$ cat config.mk
export PLATFORM = sky130hd
export DESIGN_NAME = evsrc_pq_array
export DESIGN_NICKNAME = d
export VERILOG_FILES = /design/src/rtl/evsrc_pkg.sv /design/src/rtl/evsrc_ofs_decode.sv /design/src/rtl/evsrc_pq_step.sv /design/src/rtl/evsrc_notify_fifo.sv /design/src/rtl/evsrc_pq_array.sv
export SDC_FILE = /design/constraint.sdc
export NUM_CORES = 1
export LEC_CHECK = 0
export BUFFER_PORTS_ARGS = -buffer_cell sky130_fd_sc_hd__buf_2
export CORE_ASPECT_RATIO = 1.1
export CORE_UTILIZATION = 35
export DETAILED_ROUTE_END_ITERATION = 12
export PLACE_DENSITY = 0.59
export SETUP_SLACK_MARGIN = 0.4
export SYNTH_ARGS = -nofsm -noshare
export SYNTH_HDL_FRONTEND = slang
export SYNTH_SLANG_ARGS = --single-unit
$ cat constraint.sdc
create_clock -name clk -period 9.8 [get_ports clk]
set_input_delay 1.96 -clock clk [delete_from_list [all_inputs] [get_ports clk]]
set_output_delay 1.96 -clock clk [all_outputs]
set_load 0.05 [all_outputs]
$ cat src/rtl/evsrc_pkg.sv
package evsrc_pkg;

    typedef enum logic [1:0] {
        PQ_RESET  = 2'b00,
        PQ_OFF    = 2'b01,
        PQ_PEND   = 2'b10,
        PQ_QUEUED = 2'b11
    } pq_e;

    typedef enum logic [2:0] {
        OP_NONE,
        OP_GET,
        OP_EOI,
        OP_SET,
        OP_BAD,
        OP_TRIG
    } op_e;

    typedef enum logic [1:0] {
        ENG_IDLE,
        ENG_ACCESS,
        ENG_TRIGGER
    } eng_e;

    localparam int OFS_W = 12;

    localparam logic [OFS_W-1:0] OFS_LOAD_EOI  = 12'h000;
    localparam logic [OFS_W-1:0] OFS_STORE_EOI = 12'h400;
    localparam logic [OFS_W-1:0] OFS_GET       = 12'h800;
    localparam logic [OFS_W-1:0] OFS_SET_00    = 12'hC00;
    localparam logic [OFS_W-1:0] OFS_SET_01    = 12'hD00;
    localparam logic [OFS_W-1:0] OFS_SET_10    = 12'hE00;
    localparam logic [OFS_W-1:0] OFS_SET_11    = 12'hF00;

endpackage

$ cat src/rtl/evsrc_ofs_decode.sv
module evsrc_ofs_decode
    import evsrc_pkg::*;
(
    input  logic             write_i,
    input  logic [OFS_W-1:0] ofs_i,
    input  logic             store_eoi_en_i,
    output op_e              op_o,
    output pq_e              set_val_o
);

    always_comb begin
        op_o      = OP_NONE;
        set_val_o = PQ_RESET;
        if (write_i) begin
            if (ofs_i == OFS_STORE_EOI && store_eoi_en_i) begin
                op_o = OP_EOI;
            end
        end else begin
            unique case (ofs_i)
                OFS_LOAD_EOI: op_o = OP_EOI;
                OFS_GET:      op_o = OP_GET;
                OFS_SET_00, OFS_SET_01, OFS_SET_10, OFS_SET_11: begin
                    op_o      = OP_SET;
                    set_val_o = pq_e'(ofs_i[9:8]);
                end
                default:      op_o = OP_BAD;
            endcase
        end
    end

endmodule

$ cat src/rtl/evsrc_pq_step.sv
module evsrc_pq_step
    import evsrc_pkg::*;
(
    input  pq_e  cur_i,
    input  op_e  op_i,
    input  pq_e  set_val_i,
    input  logic level_i,
    input  logic asserted_i,
    output pq_e  nxt_o,
    output logic notify_o
);

    always_comb begin
        nxt_o    = cur_i;
        notify_o = 1'b0;
        unique case (op_i)
            OP_TRIG: begin
                unique case (cur_i)
                    PQ_RESET: begin
                        nxt_o    = PQ_PEND;
                        notify_o = 1'b1;
                    end
                    PQ_PEND:  nxt_o = PQ_QUEUED;
                    default:  nxt_o = cur_i;
                endcase
            end
            OP_EOI: begin
                unique case (cur_i)
                    PQ_PEND: begin
                        if (level_i && asserted_i) begin
                            nxt_o    = PQ_PEND;
                            notify_o = 1'b1;
                        end else begin
                            nxt_o = PQ_RESET;
                        end
                    end
                    PQ_QUEUED: begin
                        nxt_o    = PQ_PEND;
                        notify_o = 1'b1;
                    end
                    default: nxt_o = cur_i;
                endcase
            end
            OP_SET:  nxt_o = set_val_i;
            default: nxt_o = cur_i;
        endcase
    end

endmodule

$ cat src/rtl/evsrc_notify_fifo.sv
module evsrc_notify_fifo #(
    parameter  int DEPTH = 4,
    parameter  int W     = 4,
    localparam int PW    = (DEPTH > 1) ? $clog2(DEPTH) : 1,
    localparam int CW    = $clog2(DEPTH + 1)
) (
    input  logic         clk,
    input  logic         rst_n,
    input  logic         push_i,
    input  logic [W-1:0] din_i,
    input  logic         pop_i,
    output logic [W-1:0] dout_o,
    output logic         valid_o,
    output logic         full_o
);

    logic [W-1:0]  mem [DEPTH];
    logic [PW-1:0] rd_ptr, wr_ptr;
    logic [CW-1:0] count;
    logic          pop_ok;

    assign valid_o = (count != '0);
    assign full_o  = (count == CW'(DEPTH));
    assign dout_o  = mem[rd_ptr];
    assign pop_ok  = pop_i && valid_o;

    always_ff @(posedge clk) begin
        if (push_i) begin
            mem[wr_ptr] <= din_i;
        end
    end

    always_ff @(posedge clk or negedge rst_n) begin
        if (!rst_n) begin
            rd_ptr <= '0;
            wr_ptr <= '0;
            count  <= '0;
        end else begin
            if (push_i) begin
                wr_ptr <= (wr_ptr == PW'(DEPTH - 1)) ? '0 : wr_ptr + 1'b1;
            end
            if (pop_ok) begin
                rd_ptr <= (rd_ptr == PW'(DEPTH - 1)) ? '0 : rd_ptr + 1'b1;
            end
            unique case ({push_i, pop_ok})
                2'b10:   count <= count + 1'b1;
                2'b01:   count <= count - 1'b1;
                default: count <= count;
            endcase
        end
    end

endmodule

$ cat src/rtl/evsrc_pq_array.sv
module evsrc_pq_array
    import evsrc_pkg::*;
#(
    parameter  int NUM_SRC    = 16,
    parameter  int FIFO_DEPTH = 4,
    localparam int SRC_W      = (NUM_SRC > 1) ? $clog2(NUM_SRC) : 1
) (
    input  logic               clk,
    input  logic               rst_n,
    input  logic [NUM_SRC-1:0] trig_i,
    input  logic [NUM_SRC-1:0] line_i,
    input  logic [NUM_SRC-1:0] level_mode_i,
    input  logic               store_eoi_en_i,
    input  logic               acc_valid_i,
    output logic               acc_ready_o,
    input  logic               acc_write_i,
    input  logic [SRC_W-1:0]   acc_src_i,
    input  logic [OFS_W-1:0]   acc_ofs_i,
    output logic               acc_rvalid_o,
    output logic [63:0]        acc_rdata_o,
    output logic               notif_valid_o,
    input  logic               notif_ready_i,
    output logic [SRC_W-1:0]   notif_src_o
);

    pq_e [NUM_SRC-1:0]  pq_q;
    logic [NUM_SRC-1:0] asserted_q;
    logic [NUM_SRC-1:0] req_q;
    logic [NUM_SRC-1:0] evt;
    logic [NUM_SRC-1:0] taken;
    logic               rvalid_q;
    logic [63:0]        rdata_q;

    eng_e               eng;
    logic               fifo_full_w;
    logic               push_w;
    logic               acc_fire;
    logic               load_fire;
    logic               grant_any;
    logic [SRC_W-1:0]   grant_idx;
    logic [SRC_W-1:0]   sel_src;
    op_e                dec_op;
    op_e                step_op;
    pq_e                dec_set;
    pq_e                step_nxt;
    logic               step_notify;
    logic [63:0]        load_data;

    // Trigger events: edge sources use the pulse, level sources the rising line
    for (genvar g = 0; g < NUM_SRC; g++) begin : g_evt
        assign evt[g] = level_mode_i[g] ? (line_i[g] & ~asserted_q[g]) : trig_i[g];
    end

    // Lowest-numbered waiting request wins
    always_comb begin
        grant_any = 1'b0;
        grant_idx = '0;
        for (int i = NUM_SRC - 1; i >= 0; i--) begin
            if (req_q[i]) begin
                grant_any = 1'b1;
                grant_idx = SRC_W'(i);
            end
        end
    end

    assign acc_ready_o = !fifo_full_w;
    assign acc_fire    = acc_valid_i && acc_ready_o;
    assign load_fire   = acc_fire && !acc_write_i;

    // Engine step selection: port access first, then one trigger request
    always_comb begin
        eng = ENG_IDLE;
        if (acc_fire) begin
            eng = ENG_ACCESS;
        end else if (grant_any && !fifo_full_w) begin
            eng = ENG_TRIGGER;
        end
    end

    evsrc_ofs_decode u_dec (
        .write_i        (acc_write_i),
        .ofs_i          (acc_ofs_i),
        .store_eoi_en_i (store_eoi_en_i),
        .op_o           (dec_op),
        .set_val_o      (dec_set)
    );

    // Engine outputs per step
    always_comb begin
        sel_src = '0;
        step_op = OP_NONE;
        taken   = '0;
        unique case (eng)
            ENG_ACCESS: begin
                sel_src = acc_src_i;
                step_op = dec_op;
            end
            ENG_TRIGGER: begin
                sel_src          = grant_idx;
                step_op          = OP_TRIG;
                taken[grant_idx] = 1'b1;
            end
            default: begin
                sel_src = '0;
                step_op = OP_NONE;
            end
        endcase
    end

    evsrc_pq_step u_step (
        .cur_i      (pq_q[sel_src]),
        .op_i       (step_op),
        .set_val_i  (dec_set),
        .level_i    (level_mode_i[sel_src]),
        .asserted_i (asserted_q[sel_src]),
        .nxt_o      (step_nxt),
        .notify_o   (step_notify)
    );

    assign push_w = (eng != ENG_IDLE) && step_notify;

    assign load_data = (dec_op == OP_BAD) ? {64{1'b1}}
                     : {61'b0, asserted_q[acc_src_i], pq_q[acc_src_i]};

    // State register
    always_ff @(posedge clk or negedge rst_n) begin
        if (!rst_n) begin
            for (int i = 0; i < NUM_SRC; i++) begin
                pq_q[i] <= PQ_RESET;
            end
            asserted_q <= '0;
            req_q      <= '0;
            rvalid_q   <= 1'b0;
            rdata_q    <= '0;
        end else begin
            if (eng != ENG_IDLE) begin
                pq_q[sel_src] <= step_nxt;
            end
            asserted_q <= line_i & level_mode_i;
            req_q      <= (req_q & ~taken) | evt;
            rvalid_q   <= load_fire;
            if (load_fire) begin
                rdata_q <= load_data;
            end
        end
    end

    assign acc_rvalid_o = rvalid_q;
    assign acc_rdata_o  = rdata_q;

    evsrc_notify_fifo #(
        .DEPTH (FIFO_DEPTH),
        .W     (SRC_W)
    ) u_fifo (
        .clk     (clk),
        .rst_n   (rst_n),
        .push_i  (push_w),
        .din_i   (sel_src),
        .pop_i   (notif_ready_i),
        .dout_o  (notif_src_o),
        .valid_o (notif_valid_o),
        .full_o  (fifo_full_w)
    );

endmodule

==> results <==
- The maximum VDD drop is between 0.1 and 0.15 mV.
- The synthesized netlist contains 67 unique library cells.
- The via count of the first global-routing pass was around 4300.
- The achievable frequency is 174 MHz.
- The H-tree was split into 3 levels.
- The worst setup margin is between 4 and 5 ns.
- After the first detailed-routing iteration, the DRC count stood at about 380.
- After detailed routing, the number of remaining DRC violations is 0.
- Once the floorplan was initialized, standard cells occupied a little over a third of the core.
- The CTS tree is built.
- The number of enable flip-flop cells after synthesis is 16.
- Measured against the total synthesized area, the mux share comes to around 16%.
- The floorplan step defined a core boundary enclosing about 16000 um^2.
- Post-CTS timing repair inserted 0 buffers for setup.
- The number of antenna violations at the first check in global routing is 0.
- The basic-gate share of the synthesized area counting and, or, nand and nor cells is between 10% and 20%.
- The startpoint type of the worst setup path is a primary input.
- For flop-to-flop paths, the worst setup slack is 4.55 ns.
- The HPWL after detailed placement is 11300 um.
- The total overflow left after global routing is 0.
- The routed length per instance is between 15 and 20 um.
- After clock tree synthesis, the clock-pin slew on the worst setup and hold paths is ~0.060 ns.
- The final layout net count is between 600 and 700.
- The global-route wire length before repair is between 20000 and 25000 um.
- The cell area that synthesis handed to floorplanning was ~5700 um^2.
- Synthesis produced a netlist whose cell count is roughly 540.
- The detail route stage leaves a number of antenna-violating nets equal to 0.
- The path type of the worst min-delay path is reg2reg.
- The worst-case hold slack is approximately 0.50 ns.
- Power spread over the standard cell area amounts to 300 nW/um^2.
- The Yosys step of the flow raised 0 warnings.
- The count of standard-cell rows is 48.
- The clock period minus worst slack is between 5 and 6 ns.
- The final number of hold-violating endpoints is 0.
- Data on the critical path is required at its endpoint by slightly above 10 ns.
- The worst setup path is captured at a register.
- Setup violations remaining at the end of the flow were counted as 0.
- Summing the areas of all xor and xnor instances in the mapped netlist gives 0.460% of the synthesized area.
- In the final layout, the share of cells above drive strength 1 is between 30% and 40%.
- The total clock buffers created by CTS is 9.
- Counting flops and latches in the post-synthesis netlist gives 92.
- For this run, the detailed router's first-pass iteration total came to 5.
- The congestion estimate from routability-driven global placement came to roughly 0.86.
- Across all layers, the routed design uses approximately 4400 vias.
- In the synthesized netlist the dominant register cell turns out to be sky130_fd_sc_hd__dfrtp_1.
- The share of synthesized registers carrying an async set or reset is between 80% and 90%.
- The total detailed-routing wirelength is approximately 15000 um.
- The number of buffers inserted for hold repair after clock tree synthesis is 0.
- Entering global routing, the biggest net connects between 70 and 80 pins.
- The static leakage is between 2 and 3 nW.
- Setup total negative slack on the finished layout was measured at 0 ns.
- The critical path is of the in2reg type.
- Between clock sinks in the finished design, the worst skew comes to roughly 0.0087 ns.
- Port buffering added 140 buffers.
- The clock sink count is between 90 and 100.
- The synthesized area divided by synthesized cell count is ~11 um^2.
- Summing the areas of all compound-gate instances in the mapped netlist gives 11.9% of the synthesized area.
- Setup repair after global routing left no endpoint under its margin.
- The register area share after synthesis is 41.7%.
- In this run the deepest clock path goes through 2 buffers.
- The die covers ~17000 um^2.
- The top fanout value on the critical path is 20.
- The post-placement setup slack is between 3 and 4 ns.
- The transition time at the pin with the least slew margin is ~1.1 ns.
- In the routed layout, each cell is associated on average with a via count of 5.43.
- The global routing usage summed across all routing layers is 18.8%.
- The number of nets in the synthesized netlist is between 600 and 700.
- CTS placed an instance of sky130_fd_sc_hd__clkbuf_16 at the clock tree root.
- Of the total synthesized cell area, the portion taken by full adders, half adders and majority gates is approximately 1.7%.
- about 140 I/O pins were placed.
- Measured along the y axis, the die boundary spans approximately 140 um.
- Including well taps, the total number of placed cells is 798.
- The max-slew violation total from the final report is 0.
- Headroom to the max-slew limit came out at between 20% and 30%.
- The data arrival time at the worst-slack endpoint is around 6.0 ns.
- The clock reaches the later pin of the worst-skew pair after roughly 0.36 ns.
- After synthesis, the largest family of logic cells by area is simple AND/OR/NAND/NOR gates.
- The area growth from synthesis to layout is 12.6%.
- The tool flagged a number of max-cap violations equal to 0.
- After layout, the worst path uses between 50% and 60% of the clock period.
- The filler-free cell count of the finished design is around 810.
- In this run the horizontal extent of the chip is between 100 and 150 um.
- The repair_antennas step left the layout with diodes totalling 0.
- The flow ran to the end, and the final reports show no timing, DRC or antenna violations.
- The post-cts gate resize count is 0.
## per-layer routing
metal	routed length (um)	vias to the layer above	track usage, %	share of wire, %
met3	796	28	3.57	5.3
li1	-	2045	-	-
met2	7450	180	31.5	50
met1	6310	2163	23.1	42
met4	345	0	8.63	2.3
met5	0	-	0	0
## worst max-delay path: stages
cell and delay (ns):
sky130_fd_sc_hd__buf_2 0.16, sky130_fd_sc_hd__nor3_1 0.31, sky130_fd_sc_hd__nand3_1 0.15, sky130_fd_sc_hd__o2bb2ai_2 0.86, sky130_fd_sc_hd__nand2_1 0.24, sky130_fd_sc_hd__nor2_1 0.38, sky130_fd_sc_hd__a22oi_1 0.17, sky130_fd_sc_hd__o21ai_0 0.11
sky130_fd_sc_hd__a211o_1 0.22, sky130_fd_sc_hd__o21a_1 0.22, sky130_fd_sc_hd__o41ai_4 0.11, sky130_fd_sc_hd__inv_1 0.09, sky130_fd_sc_hd__ha_1 0.18, sky130_fd_sc_hd__inv_1 0.06, sky130_fd_sc_hd__fa_1 0.38, sky130_fd_sc_hd__xor2_1 0.15
sky130_fd_sc_hd__nor2_1 0.12, sky130_fd_sc_hd__xor2_1 0.15
## layout by cell type, fill, tap and decap left out, drive strengths merged, types with 16 or more instances in the layout
cell / n
dfrtp: 76
and2: 21
o21ai: 26
a31oi: 17
nor2: 50
mux4: 25
nand3: 21
nand2: 26
inv: 21
buf: 140
nand2b: 20
edfxtp: 16
mux2: 21
## cell usage after synthesis (3+ instances only)
master | number | share of area, %
sky130_fd_sc_hd__mux2_2 | 21 | 4.1
sky130_fd_sc_hd__o21a_1 | 4 | 0.53
sky130_fd_sc_hd__a31oi_1 | 17 | 1.9
sky130_fd_sc_hd__nand3b_1 | 15 | 2.0
sky130_fd_sc_hd__a21oi_1 | 10 | 0.88
sky130_fd_sc_hd__inv_2 | 4 | 0.26
sky130_fd_sc_hd__clkbuf_1 | 7 | 0.46
sky130_fd_sc_hd__o21ai_0 | 25 | 2.2
sky130_fd_sc_hd__mux4_2 | 25 | 9.9
sky130_fd_sc_hd__mux2i_1 | 10 | 1.8
sky130_fd_sc_hd__nand3_1 | 21 | 1.8
sky130_fd_sc_hd__edfxtp_1 | 16 | 8.4
sky130_fd_sc_hd__a32oi_1 | 3 | 0.46
sky130_fd_sc_hd__nor2_1 | 50 | 3.3
sky130_fd_sc_hd__inv_1 | 14 | 0.92
sky130_fd_sc_hd__o221ai_1 | 3 | 0.46
sky130_fd_sc_hd__nor4_1 | 7 | 0.77
sky130_fd_sc_hd__nand2_1 | 26 | 1.7
sky130_fd_sc_hd__nand2b_1 | 20 | 2.2
sky130_fd_sc_hd__ha_1 | 6 | 1.3
sky130_fd_sc_hd__and2_1 | 21 | 2.3
sky130_fd_sc_hd__buf_2 | 6 | 0.53
sky130_fd_sc_hd__buf_4 | 61 | 8.0
sky130_fd_sc_hd__nor3_1 | 11 | 0.96
sky130_fd_sc_hd__o2bb2ai_1 | 3 | 0.46
sky130_fd_sc_hd__or3_1 | 3 | 0.33
sky130_fd_sc_hd__dfrtp_1 | 76 | 33
## logic make-up (layout without fill, tap and decap cells)
group                    after synthesis  count (layout)
AO/OA/AOI/OAI                         92              92
XOR/XNOR                               3               3
adder cells (fa/ha/maj)                7               7
buffers and inverters                 95             174
flip-flops                            92              92
multiplexers                          56              56
AND/OR/NAND/NOR                      190             190
## final timing paths
check                                start         endpoint  cells after the start
setup / recovery               acc_valid_i  u_fifo.count[2]                     18
hold / removal             u_fifo.count[2]  u_fifo.count[2]                      1
setup reg to reg                  req_q[3]  u_fifo.count[2]                     18
hold reg to reg            u_fifo.count[2]  u_fifo.count[2]                      1
max in group asynchronous            rst_n  acc_rdata_o[62]                      1
min in group asynchronous            rst_n         pq_q[10]                      1
## final cells by class
| class | instances | area (um^2) |
|---|---|---|
| repair buffers | 140 | 703 |
| clock inverters | 7 | 82.6 |
| clock buffers | 9 | 225 |
| multi-input cells | 348 | 2720 |
| well taps | 200 | 250 |
| fillers | 1491 | 9360 |
| flip-flops and latches | 92 | 2380 |
| inverters | 18 | 67.6 |
## sequential cells by signal, summed over array words and instances (netlist names)
signal	cells
acc_rvalid_o	1
u_fifo.count	3
asserted_q	16
req_q	16
u_fifo.wr_ptr	2
u_fifo.mem	16
u_fifo.rd_ptr	2
pq_q	32
acc_rdata_o	4
## power by group
part	switching [mW]	total (mW)	internal [mW]
sequential	0.108	0.596	0.488
clock	0.158	0.360	0.202
combinational	0.672	0.972	0.300
## per-stage QoR
step / instance area [um^2] / utilization (%) / total power [mW]
after detailed placement: 6120 / 38.8 / 1.58
final: 6430 / 40.7 / 1.93
after floorplan: 5710 / - / 1.46
after CTS: 6430 / 40.7 / 1.94
after global placement: 6120 / 38.8 / 1.56
after global routing: 6430 / 40.7 / 2.04
Note: power is estimated with default switching activity, not from simulation.
